**src/rtl/dram_ctl_pkg.sv**
```systemverilog
`timescale 1ns/1ps
package dram_ctl_pkg;

   typedef enum logic [2:0] {
      ST_IDLE,
      ST_ROWSET,
      ST_RCD,
      ST_COL,
      ST_PGAP,
      ST_PRE,
      ST_RCAS,
      ST_RRAS
   } dstate_e;

   function automatic int imax(input int a, input int b);
      return (a > b) ? a : b;
   endfunction

endpackage

```
**src/rtl/dram_ref_timer.sv**
```systemverilog
`timescale 1ns/1ps
module dram_ref_timer #(
   parameter int unsigned PERIOD = 64
) (
   input  logic clk,
   input  logic rst_n,
   input  logic ack,
   output logic pend
);
   localparam int CW = (PERIOD > 2) ? $clog2(PERIOD) : 1;
   localparam logic [CW-1:0] LAST = CW'(PERIOD - 1);

   logic [CW-1:0] cnt;
   logic          expire;

   assign expire = (cnt == LAST);

   always_ff @(posedge clk or negedge rst_n) begin
      if (!rst_n) begin
         cnt  <= '0;
         pend <= 1'b0;
      end else begin
         cnt <= expire ? '0 : cnt + 1'b1;
         if (expire)   pend <= 1'b1;
         else if (ack) pend <= 1'b0;
      end
   end

   // the sequencer may only take a refresh that the timer has raised
   assert_ack_only_pending_R10: assert property (@(posedge clk) disable iff (!rst_n)
      ack |-> pend);

   // a raised request is not lost before it is taken
   assert_pend_held_R8: assert property (@(posedge clk) disable iff (!rst_n)
      (pend && !ack) |=> pend);

endmodule

```
**src/rtl/dram_addr_mux.sv**
```systemverilog
`timescale 1ns/1ps
module dram_addr_mux #(
   parameter int ROW_W = 4,
   parameter int COL_W = 4,
   parameter int MUX_W = 4
) (
   input  logic [ROW_W-1:0] row,
   input  logic [COL_W-1:0] col,
   input  logic             sel_row,
   input  logic             zero,
   output logic [MUX_W-1:0] pins
);
   logic [MUX_W-1:0] row_x;
   logic [MUX_W-1:0] col_x;

   generate
      if (ROW_W == COL_W) begin : g_same
         assign row_x = row;
         assign col_x = col;
      end else if (ROW_W > COL_W) begin : g_row_wide
         assign row_x = row;
         assign col_x = {{(MUX_W-COL_W){1'b0}}, col};
      end else begin : g_col_wide
         assign row_x = {{(MUX_W-ROW_W){1'b0}}, row};
         assign col_x = col;
      end
   endgenerate

   assign pins = zero ? '0 : (sel_row ? row_x : col_x);

endmodule

```
**src/rtl/dram_seq.sv**
```systemverilog
`timescale 1ns/1ps
module dram_seq
   import dram_ctl_pkg::*;
#(
   parameter int ROW_W  = 4,
   parameter int DATA_W = 8,
   parameter int T_ASR  = 1,
   parameter int T_RCD  = 2,
   parameter int T_CAS  = 2,
   parameter int T_CP   = 2,
   parameter int T_RP   = 3,
   parameter int T_CSR  = 2,
   parameter int CNT_W  = 4
) (
   input  logic              clk,
   input  logic              rst_n,
   input  logic              req_valid,
   input  logic              req_we,
   input  logic [ROW_W-1:0]  req_row,
   input  logic              ref_pend,
   output logic              ref_ack,
   output logic [ROW_W-1:0]  open_row,
   output logic              sel_row,
   output logic              addr_zero,
   output logic              ras_n,
   output logic              cas_n,
   output logic              we_n,
   output logic              dq_oe,
   input  logic [DATA_W-1:0] dq_in,
   output logic              done,
   output logic [DATA_W-1:0] rd_data
);
   localparam logic [CNT_W-1:0] E_ASR = CNT_W'(T_ASR - 1);
   localparam logic [CNT_W-1:0] E_RCD = CNT_W'(T_RCD - 1);
   localparam logic [CNT_W-1:0] E_CAS = CNT_W'(T_CAS - 1);
   localparam logic [CNT_W-1:0] E_CP  = CNT_W'(T_CP  - 1);
   localparam logic [CNT_W-1:0] E_RP  = CNT_W'(T_RP  - 1);
   localparam logic [CNT_W-1:0] E_CSR = CNT_W'(T_CSR - 1);

   dstate_e          state, nxt;
   logic [CNT_W-1:0] cnt;
   logic             keep_page;

   assign keep_page = req_valid && !ref_pend && (req_row == open_row);

   always_comb begin
      nxt = state;
      unique case (state)
         ST_IDLE:   if (ref_pend)        nxt = ST_RCAS;
                    else if (req_valid)  nxt = ST_ROWSET;
         ST_ROWSET: if (cnt == E_ASR)    nxt = ST_RCD;
         ST_RCD:    if (cnt == E_RCD)    nxt = ST_COL;
         ST_COL:    if (cnt == E_CAS)    nxt = ST_PGAP;
         ST_PGAP:   if (cnt == E_CP)     nxt = keep_page ? ST_COL : ST_PRE;
         ST_PRE:    if (cnt == E_RP)     nxt = ST_IDLE;
         ST_RCAS:   if (cnt == E_CSR)    nxt = ST_RRAS;
         ST_RRAS:   if (cnt == E_CAS)    nxt = ST_PRE;
         default:                        nxt = ST_IDLE;
      endcase
   end

   always_ff @(posedge clk or negedge rst_n) begin
      if (!rst_n) begin
         state    <= ST_IDLE;
         cnt      <= '0;
         open_row <= '0;
         done     <= 1'b0;
         rd_data  <= '0;
      end else begin
         state <= nxt;
         cnt   <= (nxt != state || state == ST_IDLE) ? '0 : cnt + 1'b1;
         if (state == ST_IDLE && nxt == ST_ROWSET)
            open_row <= req_row;
         if (state == ST_COL && cnt == E_CAS) begin
            done <= 1'b1;
            if (!req_we) rd_data <= dq_in;
         end else begin
            done <= 1'b0;
         end
      end
   end

   assign ref_ack   = (state == ST_IDLE) && ref_pend;
   assign ras_n     = !(state inside {ST_RCD, ST_COL, ST_PGAP, ST_RRAS});
   assign cas_n     = !(state inside {ST_COL, ST_RCAS, ST_RRAS});
   assign we_n      = !((state == ST_COL) && req_we);
   assign dq_oe     = (state == ST_COL) && req_we;
   assign sel_row   = (state == ST_ROWSET) || ((state == ST_RCD) && (cnt == '0));
   assign addr_zero = state inside {ST_IDLE, ST_PRE, ST_RCAS, ST_RRAS};

   // normal access: the row strobe is already low when the column strobe falls
   assert_row_before_col_R2: assert property (@(posedge clk) disable iff (!rst_n)
      ($fell(cas_n) && !ras_n) |-> $past(!ras_n));

   // refresh: the column strobe was already low when the row strobe falls
   assert_cbr_order_R8: assert property (@(posedge clk) disable iff (!rst_n)
      ($fell(ras_n) && !cas_n) |-> $past(!cas_n));

   assert_write_in_open_row_R4: assert property (@(posedge clk) disable iff (!rst_n)
      !we_n |-> (!ras_n && !cas_n && dq_oe));

   assert_done_single_R5: assert property (@(posedge clk) disable iff (!rst_n)
      done |=> !done);

   assert_precharge_hold_R7: assert property (@(posedge clk) disable iff (!rst_n)
      $rose(ras_n) |-> (cas_n ##1 ras_n));

   assert_refresh_first_R10: assert property (@(posedge clk) disable iff (!rst_n)
      (state == ST_IDLE && ref_pend) |=> (state == ST_RCAS));

endmodule

```
**src/rtl/dram_ctl.sv**
```systemverilog
`timescale 1ns/1ps
module dram_ctl
   import dram_ctl_pkg::*;
#(
   parameter int ROW_W     = 10,
   parameter int COL_W     = 10,
   parameter int DATA_W    = 16,
   parameter int CLK_KHZ   = 200000,
   parameter int RETAIN_MS = 64,
   parameter int T_ASR     = 1,
   parameter int T_RCD     = 3,
   parameter int T_CAS     = 3,
   parameter int T_CP      = 2,
   parameter int T_RP      = 4,
   parameter int T_CSR     = 2,
   localparam int ADDR_W   = ROW_W + COL_W,
   localparam int MUX_W    = (ROW_W > COL_W) ? ROW_W : COL_W
) (
   input  logic              clk,
   input  logic              rst_n,
   input  logic              req_valid,
   input  logic              req_we,
   input  logic [ADDR_W-1:0] req_addr,
   input  logic [DATA_W-1:0] req_wdata,
   output logic              done,
   output logic [DATA_W-1:0] rd_data,
   output logic [MUX_W-1:0]  dram_addr,
   output logic              dram_ras_n,
   output logic              dram_cas_n,
   output logic              dram_we_n,
   output logic [DATA_W-1:0] dram_dq_out,
   output logic              dram_dq_oe,
   input  logic [DATA_W-1:0] dram_dq_in
);
   localparam int ROWS       = 2 ** ROW_W;
   localparam int REF_CYCLES = (CLK_KHZ * RETAIN_MS) / ROWS;
   localparam int TMAX       = imax(imax(imax(T_ASR, T_RCD), imax(T_CAS, T_CP)),
                                    imax(T_RP, T_CSR));
   localparam int CNT_W      = $clog2(TMAX + 1);
   localparam int REF_MIN    = 2 * (T_ASR + T_RCD + T_CAS + T_CP + T_RP + T_CSR);

   generate
      if (T_ASR < 1 || T_CAS < 1 || T_CSR < 1) begin : g_bad_short
         $error("setup, pulse and refresh lead phases need at least one cycle");
      end
      if (T_RCD < 2) begin : g_bad_rcd
         $error("row-to-column delay must be at least two cycles");
      end
      if (T_CP < 2) begin : g_bad_cp
         $error("column gap must be at least two cycles");
      end
      if (T_RP < 2) begin : g_bad_rp
         $error("row precharge must be at least two cycles");
      end
      if (REF_CYCLES < REF_MIN) begin : g_bad_ref
         $error("refresh period too short for one access plus one refresh");
      end
   endgenerate

   logic             ref_pend, ref_ack, sel_row, addr_zero;
   logic [ROW_W-1:0] open_row;

   dram_ref_timer #(.PERIOD(REF_CYCLES)) u_timer (
      .clk  (clk),
      .rst_n(rst_n),
      .ack  (ref_ack),
      .pend (ref_pend)
   );

   dram_seq #(
      .ROW_W (ROW_W),  .DATA_W(DATA_W),
      .T_ASR (T_ASR),  .T_RCD (T_RCD), .T_CAS(T_CAS),
      .T_CP  (T_CP),   .T_RP  (T_RP),  .T_CSR(T_CSR),
      .CNT_W (CNT_W)
   ) u_seq (
      .clk      (clk),
      .rst_n    (rst_n),
      .req_valid(req_valid),
      .req_we   (req_we),
      .req_row  (req_addr[ADDR_W-1:COL_W]),
      .ref_pend (ref_pend),
      .ref_ack  (ref_ack),
      .open_row (open_row),
      .sel_row  (sel_row),
      .addr_zero(addr_zero),
      .ras_n    (dram_ras_n),
      .cas_n    (dram_cas_n),
      .we_n     (dram_we_n),
      .dq_oe    (dram_dq_oe),
      .dq_in    (dram_dq_in),
      .done     (done),
      .rd_data  (rd_data)
   );

   dram_addr_mux #(.ROW_W(ROW_W), .COL_W(COL_W), .MUX_W(MUX_W)) u_mux (
      .row    (open_row),
      .col    (req_addr[COL_W-1:0]),
      .sel_row(sel_row),
      .zero   (addr_zero),
      .pins   (dram_addr)
   );

   assign dram_dq_out = req_wdata;

   // column strobe low with row strobe high only happens in refresh: pins parked
   assert_refresh_addr_zero_R9: assert property (@(posedge clk) disable iff (!rst_n)
      (!dram_cas_n && dram_ras_n) |-> (dram_addr == '0 && dram_we_n && !dram_dq_oe));

endmodule

```
**config.mk**
```make
export PLATFORM = sky130hd
export DESIGN_NAME = dram_ctl
export DESIGN_NICKNAME = d
export VERILOG_FILES = /design/src/rtl/dram_ctl_pkg.sv /design/src/rtl/dram_ref_timer.sv /design/src/rtl/dram_addr_mux.sv /design/src/rtl/dram_seq.sv /design/src/rtl/dram_ctl.sv
export SDC_FILE = /design/constraint.sdc
export NUM_CORES = 1
export LEC_CHECK = 0
export BUFFER_PORTS_ARGS = -buffer_cell sky130_fd_sc_hd__buf_2
export CAP_MARGIN = 20
export CORE_AREA = 2 2 73 93
export CTS_CLUSTER_DIAMETER = 100
export CTS_CLUSTER_SIZE = 40
export DETAILED_ROUTE_END_ITERATION = 6
export DIE_AREA = 0 0 75 95
export PLACE_DENSITY = 0.84
export SYNTH_ARGS = -nofsm -noshare
export SYNTH_HDL_FRONTEND = slang
export SYNTH_HIERARCHICAL = 1
export SYNTH_SLANG_ARGS = --single-unit
```
**constraint.sdc**
```tcl
create_clock -name clk -period 2.2 [get_ports clk]
set_input_delay 0.22 -clock clk [delete_from_list [all_inputs] [get_ports clk]]
set_output_delay 0.22 -clock clk [all_outputs]
set_load 0.005 [all_outputs]
```
==> results.txt, run 1 <==
The first global-routing pass estimated 8710 um of wire. The fraction of final layout cells sized beyond drive strength 1 works out to 44.8%. The final layout contains 359 nets. The tools report the number of H-tree branching levels as 2. Once detail routing completed, the nets flagged for antenna violations numbered 0. Summing all non-filler instances in the final layout gives an area of 0.00318 mm2.

Yosys mapped a number of flops with a built-in enable equal to 0. Walking the worst path, the cells encountered are inv_2, ha_4, nand2b_4, nor2_4, a21oi_2, nor2_2, buf_6, mux2i_1, nor2_1, buf_2. Main flop type after synthesis: sky130_fd_sc_hd__dfrtp_1.

Of the total power, registers draw 39.5%. The run gives 1,947 as the number of global-route vias before repair. The global router's overall resource usage is 15.7%. Critical path start-end classification: reg2out. The number of buffer and inverter instances along the worst setup path came out at 3. The mapped netlist covers 0.00268 mm2. The number of buffers added by the clock tree synthesis step is 5.

VDD sags by at most 0.000840 V. Buffers placed on the I/O ports in this run total 70. The run gives 0.0115 ns as the worst clock skew on the final layout. Broken down by cell family, the worst path's largest delay share belongs to flip-flops. The post-detailed-placement half-perimeter wirelength came out at 4040 um.

The first routing iteration left 64 violations. Net switching is 37.0% of the power. For the final core area utilization, the log shows 50.3%.

In the final layout, flip-flops and latches occupy 0.00120 mm2. On the final layout, the worst hold slack is 0.134 ns. TritonCTS built the clock tree. For the pin with the worst max-slew slack, the measured transition is 0.638 ns.

The sequential fraction of the synthesis area is 44.8%. STA classifies the critical path startpoint as a flip-flop. A synthesized cell averages 11.5 um2. The clock network accounts for 14.8% of the total power. Among all cell types in the netlist, the one instantiated most often is sky130_fd_sc_hd__dfrtp_1. For this run, asynchronously set or reset flops after synthesis account for 100%. The worst hold path belongs to the class in2reg. The routing layer with the top usage in global route is met2. The clock tree root driver cell was sky130_fd_sc_hd__clkbuf_8.

The filler cells instantiated in the layout total 549. The synthesized design spends more area on one cell type than any other, namely sky130_fd_sc_hd__dfrtp_1. During I/O placement, the number of pins put on the boundary was 103. For this run, design rule violations remaining after detail routing come to 0. Summing internal, switching and leakage power gives 3.72 mW. Yosys mapped the design onto 46 distinct sky130hd cell types. Across all layers, the routed design uses 1,968 vias.

The insertion delay to the later sink of the worst-skew pair is 0.31 ns. The run finished with clean final reports. The layout overhead on the synthesized area came out at 18.6%. For the finished layout, the period the worst path requires is 2.15 ns.

The logs give 1.93 ns for the arrival time reported for the critical path endpoint and 0 for the sum of overflow across all layers after global routing. The net count after synthesis is 297, and the share of the clock period used by the worst path is 97.7%. For the post-placement cell count, the log shows 370. The aggregate routed wire length is 5460 um, and the area of combinational cells with multiple inputs is 0.00132 mm2. The logs give 2.34 mW for the internal power summed over all cells and 0 for the number of antenna violations at the first check in global routing.

In the routed layout, each cell is associated on average with a via count of 5.13. The worst-case headroom to the max-slew limit was 57.5%; the number of search-and-repair iterations in the first detailed-routing pass was 4. By area the synthesized netlist is led by sky130_fd_sc_hd__dfrtp_1 (45%), sky130_fd_sc_hd__mux2_2 (6.7%), sky130_fd_sc_hd__xnor2_1 (5.9%).

For the peak clock frequency supported by timing, the log shows 465 MHz. Setup repair after global routing could not meet its margin everywhere. For met1 alone, demand over resource in global routing was 19.4%. For the number of rows in the core area, the log shows 33. For this configuration, the core starts out at a cell density of 42.5%. The cell count after synthesis came out at 234. The region available for standard cell placement spans 0.00632 mm2.

For the number of diodes added for antenna fixing, the log shows 0. The die is 95 um tall. For this run, global-route usage on met3 was measured as 2.77%.

The slowest stage of the critical path is the sky130_fd_sc_hd__dfrtp_1 cell. Routability-driven placement finished with a final weighted congestion of 0.817. The synthesized design contains 48 register bits. For this design, the sink count on the clock tree is 48.

For the deepest clock path buffer count, the log shows 2. Entering global routing, the biggest net connects 30 pins. The maximum fanout count along the critical path was 5.

The switching power came out at 1.38 mW. The die covers 0.00713 mm2. The proportion of netlist area held by the largest area contributor was 44.8%; the number of max-cap violations was 0. The run gives 1.49 nW as the leakage power summed over all cells.

Once layout is complete, the cells apart from fillers number 384. Die outline width: 75 um. For this run, the number of Yosys warnings is 6. The number of slew-limit violations in the final report is 0, and the final number of hold-violating endpoints is 0. The power density of the placed cells works out to 1170 mW/mm2.

The total setup violations reported at the end of the flow was 0. The share of total power dissipated in combinational logic is 45.7%. Dividing the detail-routed wire length by the instance count gives 14.2 um. Once placement finished, the instance area stood at 0.00299 mm2. STA classifies the critical path endpoint as an output port. By count the netlist is led by sky130_fd_sc_hd__dfrtp_1 (48), sky130_fd_sc_hd__nor2_1 (21), sky130_fd_sc_hd__xnor2_1 (18).

At the worst endpoint, the required time is 1.98 ns. For this run, global-route usage on met2 was measured as 27.0%. The maximum cell stage delay along the critical path is 0.40 ns. Clock-pin slew was measured on the worst setup and hold paths at 0.10 ns.
## routing by layer
| metal | wire length (um) | up-vias |
|---|---|---|
| li1 | - | 920 |
| met1 | 2230 | 978 |
| met2 | 2880 | 62 |
| met3 | 300 | 8 |
| met4 | 54 | 0 |
| met5 | 0 | - |
## area by class of cell
type	count	area share [%]
Clock inverter	3	0.826
Clock buffer	5	2.16
Tap cell	87	3.42
Inverter	6	0.708
Sequential cell	48	37.8
Multi-Input combinational cell	155	41.4
Timing Repair Buffer	80	13.7
## worst reg2reg max path, stage by stage (launching register included)
cell and delay (ns):
sky130_fd_sc_hd__dfrtp_1 0.40, sky130_fd_sc_hd__inv_2 0.09, sky130_fd_sc_hd__buf_4 0.11, sky130_fd_sc_hd__ha_1 0.24, sky130_fd_sc_hd__nand2b_4 0.10, sky130_fd_sc_hd__nor4_4 0.20
sky130_fd_sc_hd__buf_4 0.30, sky130_fd_sc_hd__mux2_2 0.37
## sequential cells by signal, indices dropped and copies added, names as in the netlist
signal          flops
u_timer/cnt        14
u_seq/cnt           3
u_seq/rd_data      16
u_seq/open_row     10
u_seq/state         3
u_timer/pend        1
u_seq/done          1
## cells in the final DEF, fill, tap and decap left out, types with 7 or more instances in the layout
master and instances:
sky130_fd_sc_hd__a21oi_1 7, sky130_fd_sc_hd__buf_2 70, sky130_fd_sc_hd__buf_4 7, sky130_fd_sc_hd__dfrtp_1 47, sky130_fd_sc_hd__mux2_2 16, sky130_fd_sc_hd__mux2_4 10
sky130_fd_sc_hd__mux2i_1 11, sky130_fd_sc_hd__nand2_1 7, sky130_fd_sc_hd__nor2_1 19, sky130_fd_sc_hd__xnor2_1 18
## power groups by stage
stage | clock network (mW) | logic [mW] | registers, mW
final | 0.551 | 1.70 | 1.47
after CTS | 0.575 | 1.63 | 1.45
after floorplan | 0 | 1.12 | 1.36
after global routing | 0.606 | 1.87 | 1.51
after global placement | 0 | 1.48 | 1.46
after detailed placement | 0 | 1.53 | 1.47
## worst paths after layout
kind | startpoint | end | slack [ns] | depth (start not counted)
worst max-delay path | u_seq/cnt[0]$_DFF_PN0_ | dram_addr[1] | 0.05 | 10
worst min-delay path | dram_dq_in[11] | u_seq/rd_data[11]$_DFFE_PN0P_ | 0.13 | 2
worst min register to register | u_timer/cnt[10]$_DFF_PN0_ | u_timer/cnt[10]$_DFF_PN0_ | 0.50 | 1
max in group asynchronous | rst_n | u_seq/open_row[7]$_DFFE_PN0P_ | 1.13 | 3
min in group asynchronous | rst_n | u_seq/rd_data[1]$_DFFE_PN0P_ | 0.46 | 2
worst max register to register | u_seq/cnt[0]$_DFF_PN0_ | u_seq/rd_data[7]$_DFFE_PN0P_ | 0.27 | 7
## cells by family (layout without fill, tap and decap cells)
logic type               Yosys count  count (layout)  share of synthesized area [%]
AO/OA/AOI/OAI                     20              20                           4.52
XOR/XNOR                          23              23                           7.51
adder cells (fa/ha/maj)            7               7                           3.26
buffers and inverters             31              94                           7.79
flip-flops                        48              48                           44.8
multiplexers                      38              38                           17.3
AND/OR/NAND/NOR                   67              67                           14.9
## repair_timing
item,CTS,global route
setup buffers,2,2
setup endpoints to repair,10,10
gates resized for setup,9,6
gates cloned,1,0
pin swaps,2,4
hold endpoints to repair,27,0
hold buffers,1,0
## through the flow
| step | worst slack, ns | TNS (ns) |
|---|---|---|
| 5_1_grt | -0.0939 | -0.537 |
| 2_1_floorplan | 0.395 | 0 |
| 3_5_place_dp | 0.283 | 0 |
| 6_report | 0.0511 | 0 |
| 4_1_cts | 0.00636 | 0 |
| 3_3_place_gp | 0.359 | 0 |
Note: power is estimated with default switching activity, not from simulation.
==> inputs of run 2 (changes only) <==
- PLACE_DENSITY: 0.84 -> 0.74
==> run 2 against run 1 <==
Compared with the run above:
- wire length shrank 0.27%
- design area about the same
- non-clock buffer count unchanged
- final cell count is 0.26% lower
- sequential share of layout area barely moved
- clock skew shrank 0.0046 ns
- largest power group unchanged
==> results.txt, run 2 (synthesized netlist as in run 1, its figures left out) <==
Number of slew-limit violations in the final report: 0 (unchanged). Length in cells of the worst reg-to-reg path: 7 (unchanged). The via total after detailed routing is 1,927 (-2.1%), and the number of search-and-repair iterations in the first detailed-routing pass is 4 (unchanged). The logs give 383 (-0.26%) for the final standard cell count with taps included and fillers excluded and 0 (unchanged) for the number of diodes added for antenna fixing. Insertion delay to the later sink of the worst-skew pair: 0.29 ns (-0.02 ns).

The measured slew at the worst slew-check pin was 0.603 ns (-0.0353 ns); the core box area was 0.00632 mm2 (unchanged). Final number of hold-violating endpoints: 0 (unchanged). The run gives 1.49 nW (+0.18%) as the leakage power summed over all cells. The tools report the sum of overflow across all layers after global routing as 0 (unchanged). The number of nets with antenna violations after routing is 0 (unchanged). The worst-case headroom to the max-slew limit was 59.8% (+2.4 points). The kind of launch point of the worst setup path was a flip-flop.

The tools report the total setup violations reported at the end of the flow as 0 (unchanged). Worst clock skew on the final layout: 0.00691 ns (-0.00455 ns). The library cells used most frequently in the layout, excluding fill and tap cells, are sky130_fd_sc_hd__buf_2 (70), sky130_fd_sc_hd__dfrtp_1 (47), sky130_fd_sc_hd__nor2_1 (19), sky130_fd_sc_hd__xnor2_1 (18), sky130_fd_sc_hd__mux2_2 (16).

The worst setup path is of the reg2out kind. The flip-flop count of the largest register after layout is 16 (unchanged), and the met1 usage is 18.1% (-1.3 points). The chip height is 95 um (unchanged).

The run gives 0 (unchanged) as the remaining routing DRC violations. For the number of buffers added by the clock tree synthesis step, the log shows 5 (unchanged). The flow ran to the end, and the final reports show no timing, DRC or antenna violations. The layer flagged by global routing as most heavily used is met2. In this run the worst hold path is classified as in2async. The deepest clock path buffer count came out at 2 (unchanged). The vias per cell works out to 5.03 (-1.8%).

The filler cell count came out at 585 (+6.6%). The tools report the number of nets in the layout as 359 (unchanged). The number of H-tree branching levels was 2 (unchanged); the number of global-route vias before repair was 1,849 (-5.0%). The number of rows in the core area is 33 (unchanged), and the maximum fanout count along the critical path is 5 (unchanged). The number of max-cap violations was 0 (unchanged); the starting DRC count in detailed routing was 86 (+34%). The clock transition at the registers of the reported paths works out to 0.08 ns (-0.02 ns). The required time at the worst-slack endpoint is 1.98 ns (about the same). The arrival time reported for the critical path endpoint is 1.95 ns (+0.02 ns). Post-placement cell count: 370 (unchanged).

For the number of antenna violations at the first check in global routing, the log shows 0 (unchanged). The run gives 461 MHz (-0.94%) as the peak clock frequency supported by timing. The power density of the placed cells is 1180 mW/mm2 (+0.52%), and the final core area utilization is 50.3% (about the same). The shortest period the worst path allows came out at 2.17 ns (+0.0204 ns). The clock tree root driver cell was sky130_fd_sc_hd__clkbuf_8.

Setup repair after global routing could not meet its margin everywhere. The post-detailed-placement half-perimeter wirelength is 3770 um (-6.8%). The logs give 14.9% (-0.84 points) for the global router's overall resource usage and 49 (+63%) for the maximum number of pins on one net before global-route repair. The die area came out at 0.00713 mm2 (unchanged). The largest register by flop count is u_seq/rd_data. The peak supply drop was 0.000555 V (-34%); the die outline width was 75 um (unchanged). The met3 usage is 3.31% (+0.53 points). The nature of the critical path endpoint was an output port. The count of hold buffers inserted by post-cts repair is 0 (-1), and the share of the clock period used by the worst path is 98.6% (+0.93 points). Top-level port count: 103 (unchanged).

For the met2 usage, the log shows 25.7% (-1.4 points). TritonCTS built the clock tree. The layout overhead on the synthesized area is 18.5% (about the same). The routability-driven placement congestion ratio was 0.798 (-2.3%).

The count of input and output buffers works out to 70 (unchanged). The starting density of the core was 42.5% (unchanged); the first-pass GRT wire length was 8180 um (-6.2%). The library cell used most frequently in the layout, excluding fill and tap cells, is sky130_fd_sc_hd__buf_2.

The clock sink total was 48 (unchanged); the average wire per standard cell was 14.2 um (about the same). Fraction of final layout cells sized beyond drive strength 1: 45.3% (+0.49 points). The aggregate routed wire length came out at 5440 um (-0.27%). In the final layout, the registers with the most flip-flops are u_seq/rd_data x16, u_timer/cnt x14, u_seq/open_row x10.
## run 2: routing by layer
| layer | vias to the layer above | part of all wire [%] |
|---|---|---|
| li1 | 913 | - |
| met5 | - | 0 |
| met3 | 12 | 5.7 |
| met4 | 0 | 1.5 |
| met2 | 61 | 53 |
| met1 | 941 | 40 |
## run 2: through the flow
| stage | cell area [um2] | power (mW) | TNS, ns | setup slack (ns) | hold WS, ns |
|---|---|---|---|---|---|
| finish | 3180 | 3.74 | 0 | 0.0308 | 0.0159 |
| global route | 3180 | 4.03 | -0.727 | -0.0919 | 0.0614 |
| CTS | 3090 | 3.58 | 0 | 0.00828 | 0.0272 |
| detailed placement | 2990 | 2.99 | 0 | 0.303 | 0.356 |
| global placement | 2990 | 2.95 | 0 | 0.332 | 0.347 |
| floorplan | 2680 | 2.49 | 0 | 0.395 | -0.0756 |
## run 2: worst paths after layout
path | end | start | slack (ns)
max | dram_addr[9] | u_seq/cnt[0]$_DFF_PN0_ | 0.03
min | u_seq/rd_data[15]$_DFFE_PN0P_ | rst_n | 0.02
max reg2reg | u_seq/rd_data[4]$_DFFE_PN0P_ | u_seq/cnt[0]$_DFF_PN0_ | 0.22
min reg2reg | u_timer/cnt[12]$_DFF_PN0_ | u_timer/cnt[12]$_DFF_PN0_ | 0.50
max in group asynchronous | u_seq/state[1]$_DFF_PN0_ | rst_n | 1.76
min in group clk | u_seq/rd_data[5]$_DFFE_PN0P_ | dram_dq_in[5] | 0.15
## run 2: final cells by class
cell class	count	area [um2]	area share (%)
multi-input combinational	155	1320	41.5
sequential	48	1200	37.8
timing repair buffer	80	429	13.5
tap	87	109	3.42
clock buffer	7	96.3	3.03
inverter	6	22.5	0.708
## run 2: what timing repair did
action | in CTS | in global routing
cloned | 0 | 1
resized for setup | 2 | 14
endpoints found under the setup margin | 10 | 10
setup buffers | 0 | 5
pin swaps | 0 | 4
## run 2: critical path, cell delays in order, from the launching register on
cell	delay (ns)
sky130_fd_sc_hd__dfrtp_1	0.41
sky130_fd_sc_hd__inv_2	0.09
sky130_fd_sc_hd__ha_4	0.14
sky130_fd_sc_hd__nand2b_4	0.06
sky130_fd_sc_hd__nor2_4	0.11
sky130_fd_sc_hd__a21oi_2	0.06
sky130_fd_sc_hd__nor2_2	0.18
sky130_fd_sc_hd__buf_4	0.20
sky130_fd_sc_hd__mux2i_1	0.21
sky130_fd_sc_hd__nor2_1	0.05
sky130_fd_sc_hd__buf_2	0.14
## run 2: power breakdown
group | internal (mW) | switching (mW)
clock network | 0.280 | 0.270
logic | 0.962 | 0.771
registers | 1.17 | 0.286
==> inputs of run 3 (changes only) <==
- REMOVE_ABC_BUFFERS: unset -> 1
- SLEW_MARGIN: unset -> 5
==> run 3 against run 2 <==
Compared with the run above:
- flip-flop and latch count unchanged
- sequential share of layout area barely moved
- final cell count is 0.52% higher
- hold slack better by 0.12 ns
- critical path type unchanged
- largest cell class unchanged
- largest power group unchanged
- highest routed layer unchanged
==> results.txt, run 3 (synthesized netlist as in run 1, its figures left out) <==
The run gives 0 (unchanged) as the number of antenna violations at the first check in global routing. For the tightest hold margin, the log shows 0.139 ns (+0.123 ns). The clock tree root driver cell was sky130_fd_sc_hd__clkbuf_8.

The logs give 0 (unchanged) for the number of diodes added for antenna fixing and 8470 um (+3.6%) for the first-pass GRT wire length. The tools report the total setup violations reported at the end of the flow as 0 (unchanged). The run gives 370 (unchanged) as the post-placement cell count.

The final number of hold-violating endpoints is 0 (unchanged). The number of buffers added by the clock tree synthesis step was 5 (unchanged). Number of nets in the layout: 360 (+0.28%). The measured slew at the worst slew-check pin was 0.620 ns (+0.0172 ns); the deepest clock path buffer count was 2 (unchanged). The hold-critical path depth was 2. STA classifies the critical path startpoint as a flip-flop.

Largest register by flop count: u_seq/rd_data. The number of global-route vias before repair is 1,845 (-0.22%), and the sum of overflow across all layers after global routing is 0 (unchanged). The shortest period the worst path allows is 2.12 ns (-0.0473 ns), and the number of slew-limit violations in the final report is 0 (unchanged).

Launching point of the worst reg2reg path: u_seq/cnt[0]$_DFF_PN0_. The worst register-to-register path ends at u_seq/rd_data[6]$_DFFE_PN0P_. TritonCTS built the clock tree.

The die outline width is 75 um (unchanged). The layout overhead on the synthesized area is 18.6% (about the same), and the number of search-and-repair iterations in the first detailed-routing pass is 4 (unchanged). Critical path start-end classification: reg2out. The number of rows in the core area was 33 (unchanged); the filler cell count was 597 (+2.1%).

The tools report the nature of the critical path endpoint as an output port. Clock transition at the registers of the reported paths: 0.09 ns (about the same). For the leakage power summed over all cells, the log shows 1.49 nW (-0.38%). The fraction of final layout cells sized beyond drive strength 1 came out at 44.6% (-0.64 points).

Top-level port count: 103 (unchanged). In the layout the commonest cells are sky130_fd_sc_hd__buf_2 (70), sky130_fd_sc_hd__dfrtp_1 (46), sky130_fd_sc_hd__nor2_1 (20), sky130_fd_sc_hd__xnor2_1 (18), sky130_fd_sc_hd__mux2_2 (16). Final standard cell count with taps included and fillers excluded: 385 (+0.52%). The path class of the tightest hold or removal check is in2reg. The count of input and output buffers is 70 (unchanged).

For the worst clock skew on the final layout, the log shows 0.00950 ns (+0.00258 ns). The leading cell type in the layout, fill and taps excluded was sky130_fd_sc_hd__buf_2. The core box area came out at 0.00632 mm2 (unchanged). The share of the clock period used by the worst path is 96.5% (-2.1 points), and the length in cells of the worst reg-to-reg path is 7 (unchanged). The logs give 0.28 ns (+0.06 ns) for the reg-to-reg setup timing slack and 0 (unchanged) for the number of max-cap violations.

The run gives 42.5% (unchanged) as the starting density of the core. The run gives 0.770 (-3.4%) as the routability-driven placement congestion ratio. Peak supply drop: 0.000478 V (-14%). The aggregate routed wire length was 5520 um (+1.4%). The required time at the worst-slack endpoint came out at 1.98 ns (about the same). The arrival time reported for the critical path endpoint came out at 1.90 ns (-0.05 ns).

Setup repair after global routing could not meet its margin everywhere. The starting DRC count in detailed routing came out at 82 (-4.7%). Die area: 0.00713 mm2 (unchanged). The flip-flop count of the largest register after layout works out to 16 (unchanged).

The tools report the area of combinational cells with multiple inputs as 0.00131 mm2 (-1.1%). The number of H-tree branching levels came out at 2 (unchanged). The average wire per standard cell came out at 14.3 um (+0.89%).

The logs give 26 (-47%) for the maximum number of pins on one net before global-route repair and 0 (unchanged) for the remaining routing DRC violations. Via total after detailed routing: 1,918 (-0.47%). The tools report the insertion delay to the later sink of the worst-skew pair as 0.30 ns (about the same).

The flow ran to the end, and the final reports show no timing, DRC or antenna violations. The tools report the final core area utilization as 50.3% (about the same). Last element of the critical path: dram_addr[7]. The chip height was 95 um (unchanged).

The tools report the launch point of the worst path as u_seq/cnt[1]$_DFF_PN0_. The peak clock frequency supported by timing was 471 MHz (+2.2%); the global router's overall resource usage was 15.9% (+1.0 points). The vias per cell is 4.98 (-0.98%), and the overall power after layout is 3.67 mW (-1.7%). The number of nets with antenna violations after routing is 0 (unchanged), and the clock sink total is 48 (unchanged). The sequential cell area in the final layout came out at 0.00120 mm2 (+0.10%). For the worst-case headroom to the max-slew limit, the log shows 58.7% (-1.1 points). The post-detailed-placement half-perimeter wirelength was 3990 um (+5.9%). The maximum fanout count along the critical path was 5 (unchanged).

The power density of the placed cells came out at 1150 mW/mm2 (-1.7%). In the final layout, the registers with the most flip-flops are u_seq/rd_data x16, u_timer/cnt x14, u_seq/open_row x10.
==> run 3: cell types whose count changed in the layout (fill, tap and decap cells not counted), sizes merged <==
cell	before	now
clkinvlp	0	2
clkbuf	7	6
dlygate4sd3	0	1
==> run 3: worst min path at each step <==
stage / startpoint / to
floorplan: rst_n / u_seq/cnt[0]$_DFF_PN0_
global placement: rst_n / u_timer/cnt[4]$_DFF_PN0_
detailed placement: rst_n / u_timer/cnt[4]$_DFF_PN0_
CTS: dram_dq_in[10] / u_seq/rd_data[10]$_DFFE_PN0P_
global route: dram_dq_in[10] / u_seq/rd_data[10]$_DFFE_PN0P_
finish: dram_dq_in[10] / u_seq/rd_data[10]$_DFFE_PN0P_
==> run 3: critical path: stages (launching register included) <==
cell and delay, ns:
sky130_fd_sc_hd__dfrtp_1 0.40, sky130_fd_sc_hd__inv_2 0.09, sky130_fd_sc_hd__ha_4 0.15, sky130_fd_sc_hd__nand2b_4 0.05
sky130_fd_sc_hd__nor2_1 0.10, sky130_fd_sc_hd__a21oi_1 0.08, sky130_fd_sc_hd__nor2_2 0.17, sky130_fd_sc_hd__buf_6 0.17
sky130_fd_sc_hd__mux2i_1 0.20, sky130_fd_sc_hd__nor2_1 0.05, sky130_fd_sc_hd__buf_2 0.14
==> run 3: layer usage <==
layer | global-route usage, % | vias to the layer above | part of all wire (%)
li1 | - | 916 | -
met1 | 18.1 | 934 | 41
met2 | 26.6 | 63 | 51
met3 | 6.08 | 5 | 7.0
met4 | 5.36 | 0 | 1.0
met5 | 3.17 | - | 0
==> run 3: final cells by class <==
type,instances,area share (%)
tap,87,3.42
clock buffer,6,2.60
multi-input combinational,155,41.0
clock inverter,2,0.472
inverter,6,0.708
timing repair buffer,81,13.9
sequential,48,37.8
==> run 3: what timing repair did <==
| action | 4_1_cts | 5_1_grt |
|---|---|---|
| setup buffers | 2 | 3 |
| pin swaps | 1 | 4 |
| setup endpoints to repair | 10 | 10 |
| hold buffers | 1 | 0 |
| cloned | 1 | 0 |
| hold endpoints to repair | 45 | 0 |
| resized for setup | 9 | 4 |
==> run 3: per-stage QoR <==
stage          instance area [um2]  setup slack, ns  setup TNS, ns
6_report                      3180           0.0781              0
5_1_grt                       3180          -0.0825         -0.604
4_1_cts                       3150           0.0150              0
3_5_place_dp                  2990            0.303              0
3_3_place_gp                  2990            0.336              0
2_1_floorplan                 2500           0.0866              0
==> run 3: report_power, final <==
group	switching [mW]	leakage (nW)	internal [mW]
Clock	0.307	0.0434	0.255
Combinational	0.711	0.842	0.944
Sequential	0.288	0.603	1.17
Total	1.31	1.49	2.37
